### config.mk
export PLATFORM = sky130hd
export DESIGN_NAME = fu_socket
export DESIGN_NICKNAME = d
export VERILOG_FILES = /design/src/rtl/fu_socket_pkg.sv /design/src/rtl/fu_adder.sv /design/src/rtl/fu_sequencer.sv /design/src/rtl/fu_slots.sv /design/src/rtl/fu_socket.sv
export SDC_FILE = /design/constraint.sdc
export NUM_CORES = 1
export LEC_CHECK = 0
export BUFFER_PORTS_ARGS = -buffer_cell sky130_fd_sc_hd__buf_2
export CAP_MARGIN = 25
export CORE_AREA = 4 4 115 117
export DETAILED_ROUTE_END_ITERATION = 12
export DIE_AREA = 0 0 119 121
export PLACE_DENSITY = 0.52
export SYNTH_ARGS = -nofsm -noshare
export SYNTH_HDL_FRONTEND = slang
export SYNTH_SLANG_ARGS = --single-unit
export TNS_END_PERCENT = 1
### constraint.sdc
create_clock -name clk -period 4.55 [get_ports clk]
set_clock_uncertainty 0.05 [all_clocks]
set_input_delay 0.455 -clock clk [delete_from_list [all_inputs] [get_ports clk]]
set_output_delay 0.455 -clock clk [all_outputs]
set_load 0.03 [all_outputs]
### src/rtl/fu_socket_pkg.sv
package fu_socket_pkg;
    typedef enum logic [1:0] {
        SLOT_OPND = 2'd0,
        SLOT_TRIG = 2'd1,
        SLOT_RSLT = 2'd2,
        SLOT_STAT = 2'd3
    } slot_e;

    typedef enum logic [1:0] {
        ST_EMPTY = 2'd0,
        ST_RUN   = 2'd1,
        ST_HOLD  = 2'd2
    } fu_state_e;
endpackage

### src/rtl/fu_adder.sv
module fu_adder #(
    parameter int WIDTH = 16
) (
    input  logic [WIDTH-1:0] a_in,
    input  logic [WIDTH-1:0] b_in,
    output logic [WIDTH-1:0] sum_out
);
    always_comb begin
        sum_out = a_in + b_in;
    end
endmodule

### src/rtl/fu_sequencer.sv
module fu_sequencer #(
    parameter int LATENCY = 4
) (
    input  logic clk,
    input  logic rst_n,
    input  logic start,
    output logic busy,
    output logic result_valid,
    output logic load_result
);
    import fu_socket_pkg::*;

    localparam int CW = $clog2(LATENCY + 1);
    localparam logic [CW-1:0] LOAD_VAL = CW'(LATENCY - 1);

    fu_state_e      state_q, state_d;
    logic [CW-1:0]  cnt_q, cnt_d;

    always_comb begin
        state_d = state_q;
        cnt_d   = cnt_q;
        unique case (state_q)
            ST_EMPTY, ST_HOLD: begin
                if (start) begin
                    state_d = ST_RUN;
                    cnt_d   = LOAD_VAL;
                end
            end
            ST_RUN: begin
                if (start) begin
                    cnt_d = LOAD_VAL;
                end else if (cnt_q == '0) begin
                    state_d = ST_HOLD;
                end else begin
                    cnt_d = cnt_q - 1'b1;
                end
            end
            default: begin
                state_d = ST_EMPTY;
                cnt_d   = '0;
            end
        endcase
    end

    always_ff @(posedge clk) begin
        if (!rst_n) begin
            state_q <= ST_EMPTY;
            cnt_q   <= '0;
        end else begin
            state_q <= state_d;
            cnt_q   <= cnt_d;
        end
    end

    always_comb begin
        busy         = (state_q == ST_RUN);
        result_valid = (state_q == ST_HOLD);
        load_result  = (state_q == ST_RUN) && !start && (cnt_q == '0);
    end

    // Independent age counter used to check the latency window.
    logic [CW:0] age_q;
    always_ff @(posedge clk) begin
        if (!rst_n) begin
            age_q <= '0;
        end else if (start) begin
            age_q <= '0;
        end else if (busy) begin
            age_q <= age_q + 1'b1;
        end
    end

    AST_START_BUSY: assert property (@(posedge clk) disable iff (!rst_n)
        start |=> busy);
    AST_START_CLR: assert property (@(posedge clk) disable iff (!rst_n)
        start |=> !result_valid);
    AST_FLAGS_EXCL: assert property (@(posedge clk) disable iff (!rst_n)
        !(busy && result_valid));
    AST_LAT_WINDOW: assert property (@(posedge clk) disable iff (!rst_n)
        load_result |-> (age_q == (CW+1)'(LATENCY - 1)));
    AST_VALID_ROSE: assert property (@(posedge clk) disable iff (!rst_n)
        $rose(result_valid) |-> $past(load_result));
endmodule

### src/rtl/fu_slots.sv
module fu_slots #(
    parameter int WIDTH = 16
) (
    input  logic             clk,
    input  logic             rst_n,
    input  logic             wr_en,
    input  logic [1:0]       wr_addr,
    input  logic [WIDTH-1:0] wr_data,
    input  logic [1:0]       rd_addr,
    input  logic             load_result,
    input  logic [WIDTH-1:0] unit_result,
    input  logic             busy,
    input  logic             result_valid,
    output logic             start,
    output logic [WIDTH-1:0] snap_opnd,
    output logic [WIDTH-1:0] trig_val,
    output logic [WIDTH-1:0] rd_data
);
    import fu_socket_pkg::*;

    logic [WIDTH-1:0] opnd_q, trig_q, snap_q, rslt_q;
    logic             opnd_wr;

    always_comb begin
        opnd_wr = wr_en && (slot_e'(wr_addr) == SLOT_OPND);
        start   = wr_en && (slot_e'(wr_addr) == SLOT_TRIG);
    end

    always_ff @(posedge clk) begin
        if (!rst_n) begin
            opnd_q <= '0;
            trig_q <= '0;
            snap_q <= '0;
            rslt_q <= '0;
        end else begin
            if (opnd_wr) opnd_q <= wr_data;
            if (start) begin
                trig_q <= wr_data;
                snap_q <= opnd_q;
            end
            if (load_result) rslt_q <= unit_result;
        end
    end

    always_comb begin
        snap_opnd = snap_q;
        trig_val  = trig_q;
        unique case (slot_e'(rd_addr))
            SLOT_OPND: rd_data = opnd_q;
            SLOT_TRIG: rd_data = trig_q;
            SLOT_RSLT: rd_data = rslt_q;
            SLOT_STAT: rd_data = {{(WIDTH-2){1'b0}}, result_valid, busy};
            default:   rd_data = '0;
        endcase
    end

    AST_RSLT_HELD: assert property (@(posedge clk) disable iff (!rst_n)
        !load_result |=> $stable(rslt_q));
    AST_SNAP_HELD: assert property (@(posedge clk) disable iff (!rst_n)
        (busy && !start) |=> $stable(snap_q));
endmodule

### src/rtl/fu_socket.sv
module fu_socket #(
    parameter int WIDTH   = 16,
    parameter int LATENCY = 4
) (
    input  logic             clk,
    input  logic             rst_n,
    input  logic             wr_en,
    input  logic [1:0]       wr_addr,
    input  logic [WIDTH-1:0] wr_data,
    input  logic [1:0]       rd_addr,
    output logic [WIDTH-1:0] rd_data,
    output logic             busy,
    output logic             result_valid
);
    logic             start, load_result;
    logic [WIDTH-1:0] snap_opnd, trig_val, unit_result;

    fu_slots #(.WIDTH(WIDTH)) u_slots (
        .clk(clk), .rst_n(rst_n),
        .wr_en(wr_en), .wr_addr(wr_addr), .wr_data(wr_data),
        .rd_addr(rd_addr),
        .load_result(load_result), .unit_result(unit_result),
        .busy(busy), .result_valid(result_valid),
        .start(start), .snap_opnd(snap_opnd), .trig_val(trig_val),
        .rd_data(rd_data)
    );

    fu_sequencer #(.LATENCY(LATENCY)) u_seq (
        .clk(clk), .rst_n(rst_n), .start(start),
        .busy(busy), .result_valid(result_valid), .load_result(load_result)
    );

    fu_adder #(.WIDTH(WIDTH)) u_add (
        .a_in(snap_opnd), .b_in(trig_val), .sum_out(unit_result)
    );

    initial begin
        AST_LAT_PARAM: assert (LATENCY >= 1);
    end
endmodule

==> flow_summary.json, run 1 <==
{
  "vdd_drop_max_uv": 159,
  "outcome": "completed",
  "ys_top_cells_by_count": "nand2_1, dfxtp_1, a21oi_1",
  "setup_tns_ps": 0,
  "critPathLaunchType": "register",
  "crit_type": "reg2reg",
  "start_util_pct": 29.1,
  "reg2reg_depth": 8,
  "r2r_slack_ps": 2080,
  "ant_nets": 0,
  "grt_pass1_vias": 3269,
  "drc_errors": 0,
  "die_x_um": 119,
  "setup_violations": 0,
  "drt-wirelength-per-cell_um": 14.9,
  "fillCellCount": 1319,
  "diodes": 0,
  "arrival_ps": 2640,
  "synth_top_area_share_pct": 38.4,
  "yosysMostFrequentCell": "nand2_1",
  "finalWirelength_um": 9850,
  "cts_root_buf": "clkbuf_16",
  "placementRows": 41,
  "finalCritPeriodShare_pct": 54.4,
  "holdPathStages": 3,
  "period_minus_slack_ps": 2470,
  "syn_nets": 496,
  "fmax_mhz": 404,
  "grt_pass1_wl_um": 16300,
  "hold_buffers": 0,
  "netlist_instances": 455,
  "cts_tree": "built",
  "dpl.cell_count": 647,
  "synth-edff-count": 0,
  "post_route_cells_drive_above_1_share_pct": 15.7,
  "h-tree-depth": 3,
  "post_cts_resized": 0,
  "critPathCaptureType": "register",
  "grt_overflow": 0,
  "drt_pass1_iterations": 4,
  "hold_viol": 0,
  "viasPerCell": 4.89,
  "cpMaxStageDelayCell": "fa_1",
  "p_total_uw": 1410,
  "initialDrtViolationCount": 151,
  "synth_top_area_cell": "dfxtp_1",
  "ys_async_sr_fraction_pct": 0,
  "place.gp.congestion": 0.797,
  "nets": 527,
  "stdcell_area_mm2": 0.00423,
  "worst_slew_pin_slew_ps": 780,
  "slew_viol_final": 0,
  "die_height_um": 121,
  "cp_slowest_stage_delay_ps": 410,
  "hpwl_um": 6890,
  "leakagePower_uw": 0.00162,
  "grt_start_max_net_pins": 46,
  "yosysWarnings": 0,
  "die-area_mm2": 0.0144,
  "synth_cell_types": 55,
  "core-area_mm2": 0.0124,
  "path_cells": "ha_1 -> fa_1 -> a21oi_1 -> o21ai_2 -> a32oi_1 -> o21bai_1 -> mux2i_1 -> a311o_1",
  "clkTransAtPathRegs_ps": 50,
  "antenna_found_initial": 0,
  "rsz0062_at_grt": "false",
  "avgSynthCellArea_um2": 7.90,
  "numCtsBuffers": 9,
  "cts.sinks": 69,
  "ys_seq_area_share_pct": 38.4,
  "ioPinCount": 41,
  "track_usage_pct": 14.1,
  "ys_ff_latch": 69,
  "crit_path_max_fanout": 4,
  "port_buffers": 40,
  "ys_top_cells_by_area": "dfxtp_1, nand2_1, a21oi_1",
  "postCtsSetupBuffers": 0,
  "synth_ff_type": "dfxtp_1",
  "cap_violations": 0,
  "vias": 3232,
  "min_path_type": "in2reg",
  "syn_to_final_growth_pct": 17.5,
  "p_per_area_mw_per_mm2": 334,
  "synth_area_mm2": 0.00360,
  "clk_latency_ps": 330,
  "placed_area_mm2": 0.00394,
  "crit_required_ps": 4710,
  "final_cells": 661,
  "cts_max_path_buffers": 2,
  "maxSlewHeadroom_pct": 47.8
}
-- cell type report --
| type | instances | area (um2) | area share [%] |
|---|---|---|---|
| clock buffers | 13 | 280 | 6.63 |
| clock inverters | 1 | 5.00 | 0.118 |
| inverters | 11 | 41.3 | 0.977 |
| multi-input cells | 350 | 2070 | 48.9 |
| flip-flops and latches | 69 | 1380 | 32.7 |
| well taps | 172 | 215 | 5.09 |
| repair buffers | 45 | 238 | 5.62 |
-- placed cells by master, fill, tap and decap left out, types with 3 or more instances in the layout --
master and instances:
o21ai_0 25, buf_2 40, nor2_1 5, nand2_1 138, mux2i_1 16, dfxtp_1 69, xnor2_1 8, nand3_1 10
a31oi_1 4, buf_4 5, ha_1 17, clkbuf_16 9, or3_1 3, a21oi_1 66, clkbuf_8 4, and3_1 4
a211oi_1 5, a21o_1 3, inv_1 10
-- logic make-up after synthesis --
| family | count (synthesis) | synth area share (%) |
|---|---|---|
| buf+inv | 36 | 4.14 |
| fa+ha+maj | 18 | 6.47 |
| simple gates | 176 | 20.8 |
| compound gates | 127 | 21.7 |
| flops | 69 | 38.4 |
| xor+xnor | 10 | 2.44 |
| mux | 19 | 6.02 |
-- layer usage --
layer	vias up	GRT usage, %	wire, um	part of all wire [%]
li1	1633	-	-	-
met1	1555	18.0	4690	48
met2	33	24.3	4780	49
met3	11	2.28	227	2.3
met4	0	4.78	149	1.5
met5	-	0	0	0
-- critical path: cells and delay by family, from the launching register on --
family / cells / cell delay, ps
AO/OA/AOI/OAI: 5 / 1220
adder cells (fa/ha/maj): 2 / 630
flip-flops: 1 / 310
multiplexers: 1 / 140
-- stage by stage --
step | hold WS (ps) | util [%] | setup slack [ps]
3_5_place_dp | 400 | 31.9 | 1780
6_report | 326 | 34.2 | 2080
4_1_cts | 318 | 34.2 | 2080
5_1_grt | 323 | 34.2 | 1920
3_3_place_gp | 390 | 31.9 | 1900
2_1_floorplan | 382 | - | 2320
-- power breakdown --
part | total [uW] | leakage (uW) | switching (uW) | internal [uW]
Combinational | 117 | 0.000922 | 79.4 | 38.0
Sequential | 629 | 0.000559 | 10.5 | 619
Clock | 665 | 0.000144 | 244 | 421
Total | 1410 | 0.00162 | 333 | 1080
-- final timing paths --
path                   startpoint                    to
min reg2reg     u_slots.rslt_q[7]     u_slots.rslt_q[7]
max reg2reg  u_slots.snap_opnd[0]    u_slots.rslt_q[14]
min                   wr_data[14]  u_slots.trig_val[14]
max          u_slots.snap_opnd[0]    u_slots.rslt_q[14]
-- flip-flops by register name, summed over array words and instances (netlist names) --
name and count:
u_slots.opnd_q 16, u_slots.snap_opnd 16, u_slots.trig_val 16, u_seq.cnt_q 3
u_seq.state_q 2, u_slots.rslt_q 16
No activity file was read; power rests on OpenSTA's default activity.
==> run 2: changes to the inputs <==
- clock period: 4.55 -> 2.3 ns (I/O delays scaled with it)
==> flow_summary.json, run 2 (synthesized netlist as in run 1, its figures left out) <==
{
  "outcome": "completed",
  "cts_max_path_buffers": 2,
  "dpl.cell_count": 656,
  "r2r-start": "u_slots.snap_opnd[0]",
  "postCtsSetupBuffers": 0,
  "finalWirelength_um": 10200,
  "cts_tree": "built",
  "vias": 3263,
  "hp-start": "wr_data[7]",
  "pwr-share-seq_pct": 43.8,
  "final_cells": 672,
  "multi_input_area_mm2": 0.00207,
  "h-tree-depth": 3,
  "antenna_found_initial": 0,
  "syn_to_final_growth_pct": 19.9,
  "clk_latency_ps": 340,
  "placed_area_mm2": 0.00401,
  "grt_start_max_net_pins": 37,
  "setup_violations": 0,
  "clkPwrFrac_pct": 47.6,
  "clkTransAtPathRegs_ps": 60,
  "place.gp.congestion": 0.892,
  "layout_common_cells": "nand2_1, dfxtp_1, a21oi_1",
  "r2r_slack_ps": 70,
  "numCtsBuffers": 9,
  "critPathLaunchType": "register",
  "core-area_mm2": 0.0124,
  "vdd_drop_max_uv": 348,
  "die-area_mm2": 0.0144,
  "leakagePower_uw": 0.00167,
  "internal_power_uw": 2150,
  "start_util_pct": 29.1,
  "seqCellArea_mm2": 0.00138,
  "port_buffers": 40,
  "grt_pass1_vias": 3339,
  "finalCritPeriodShare_pct": 97.0,
  "p_per_area_mw_per_mm2": 658,
  "drc_errors": 0,
  "diodes": 0,
  "p_sw_uw": 690,
  "fmax_mhz": 448,
  "viasPerCell": 4.86,
  "grt_pass1_wl_um": 16800,
  "drt-wirelength-per-cell_um": 15.2,
  "cts_root_buf": "clkbuf_16",
  "ant_nets": 0,
  "final_common_cell": "nand2_1",
  "placementRows": 41,
  "slew_viol_final": 0,
  "rsz0062_at_grt": "false",
  "startpoint": "u_slots.snap_opnd[0]",
  "worst_slew_pin_slew_ps": 473,
  "post_route_cells_drive_above_1_share_pct": 18.0,
  "die_x_um": 119,
  "hpwl_um": 7300,
  "nets": 536,
  "grt_overflow": 0,
  "post_cts_resized": 1,
  "track_usage_pct": 14.7,
  "die_height_um": 121,
  "arrival_ps": 2410,
  "cap_violations": 0,
  "period_minus_slack_ps": 2230,
  "min_path_type": "in2reg",
  "critPathCaptureType": "register",
  "hold_viol": 0,
  "maxSlewHeadroom_pct": 67.6,
  "ioPinCount": 41,
  "crit_required_ps": 2470,
  "crit_path_max_fanout": 4,
  "combPwrFrac_pct": 8.5,
  "hold_buffers": 0,
  "stdcell_area_mm2": 0.00431,
  "fillCellCount": 1312,
  "swShare_pct": 24.3,
  "drt_pass1_iterations": 6,
  "cts.sinks": 69,
  "initialDrtViolationCount": 138,
  "crit_type": "reg2reg"
}
-- run 2: power by group through the flow --
stage / Clock [uW] / Combinational (uW) / Sequential [uW]
2_1_floorplan: 0 / 155 / 1260
4_1_cts: 1380 / 245 / 1240
3_3_place_gp: 0 / 241 / 1270
6_report: 1350 / 242 / 1240
5_1_grt: 1430 / 270 / 1250
3_5_place_dp: 0 / 244 / 1270
-- run 2: final timing paths --
check	to	cells past startpoint
worst min-delay path	u_slots.trig_val[7]	3
worst min register to register	u_slots.snap_opnd[13]	2
worst max-delay path	u_slots.rslt_q[14]	9
worst max register to register	u_slots.rslt_q[14]	9
-- run 2: critical path, stage by stage, from the launching register on --
cell and delay (ps):
dfxtp_1 310, ha_1 230, fa_2 380, a21oi_2 190
o21ai_2 90, a32oi_1 190, buf_4 170, o21bai_1 80
mux2i_1 120, a311o_1 310
-- run 2: per-layer routing --
layer  vias up  part of all wire (%)  global-route usage [%]
met2        69                    48                    24.6
li1       1653                     -                       -
met5         -                     0                       0
met1      1528                    46                    18.5
met3        13                   4.2                    3.17
met4         0                   1.7                    5.43
-- run 2: through the flow --
stage / power (uW) / setup TNS [ps] / utilization (%) / hold slack, ps / setup slack, ps
CTS: 2860 / 0 / 34.9 / 77.6 / 21.4
global route: 2950 / 0 / 34.9 / 92.0 / 3.74
global placement: 1510 / 0 / 32.4 / 393 / 30.2
floorplan: 1420 / 0 / - / 316 / 132
finish: 2840 / 0 / 34.9 / 84.2 / 68.9
detailed placement: 1510 / -19.6 / 32.4 / 399 / -19.6
-- run 2: cell type report --
cell class              instances  share of cell area (%)
clock buffers                  13                    6.50
clock inverters                 3                   0.406
inverters                      11                   0.957
multi-input cells             350                    48.0
flip-flops and latches         69                    32.0
well taps                     172                    4.99
repair buffers                 54                    7.08
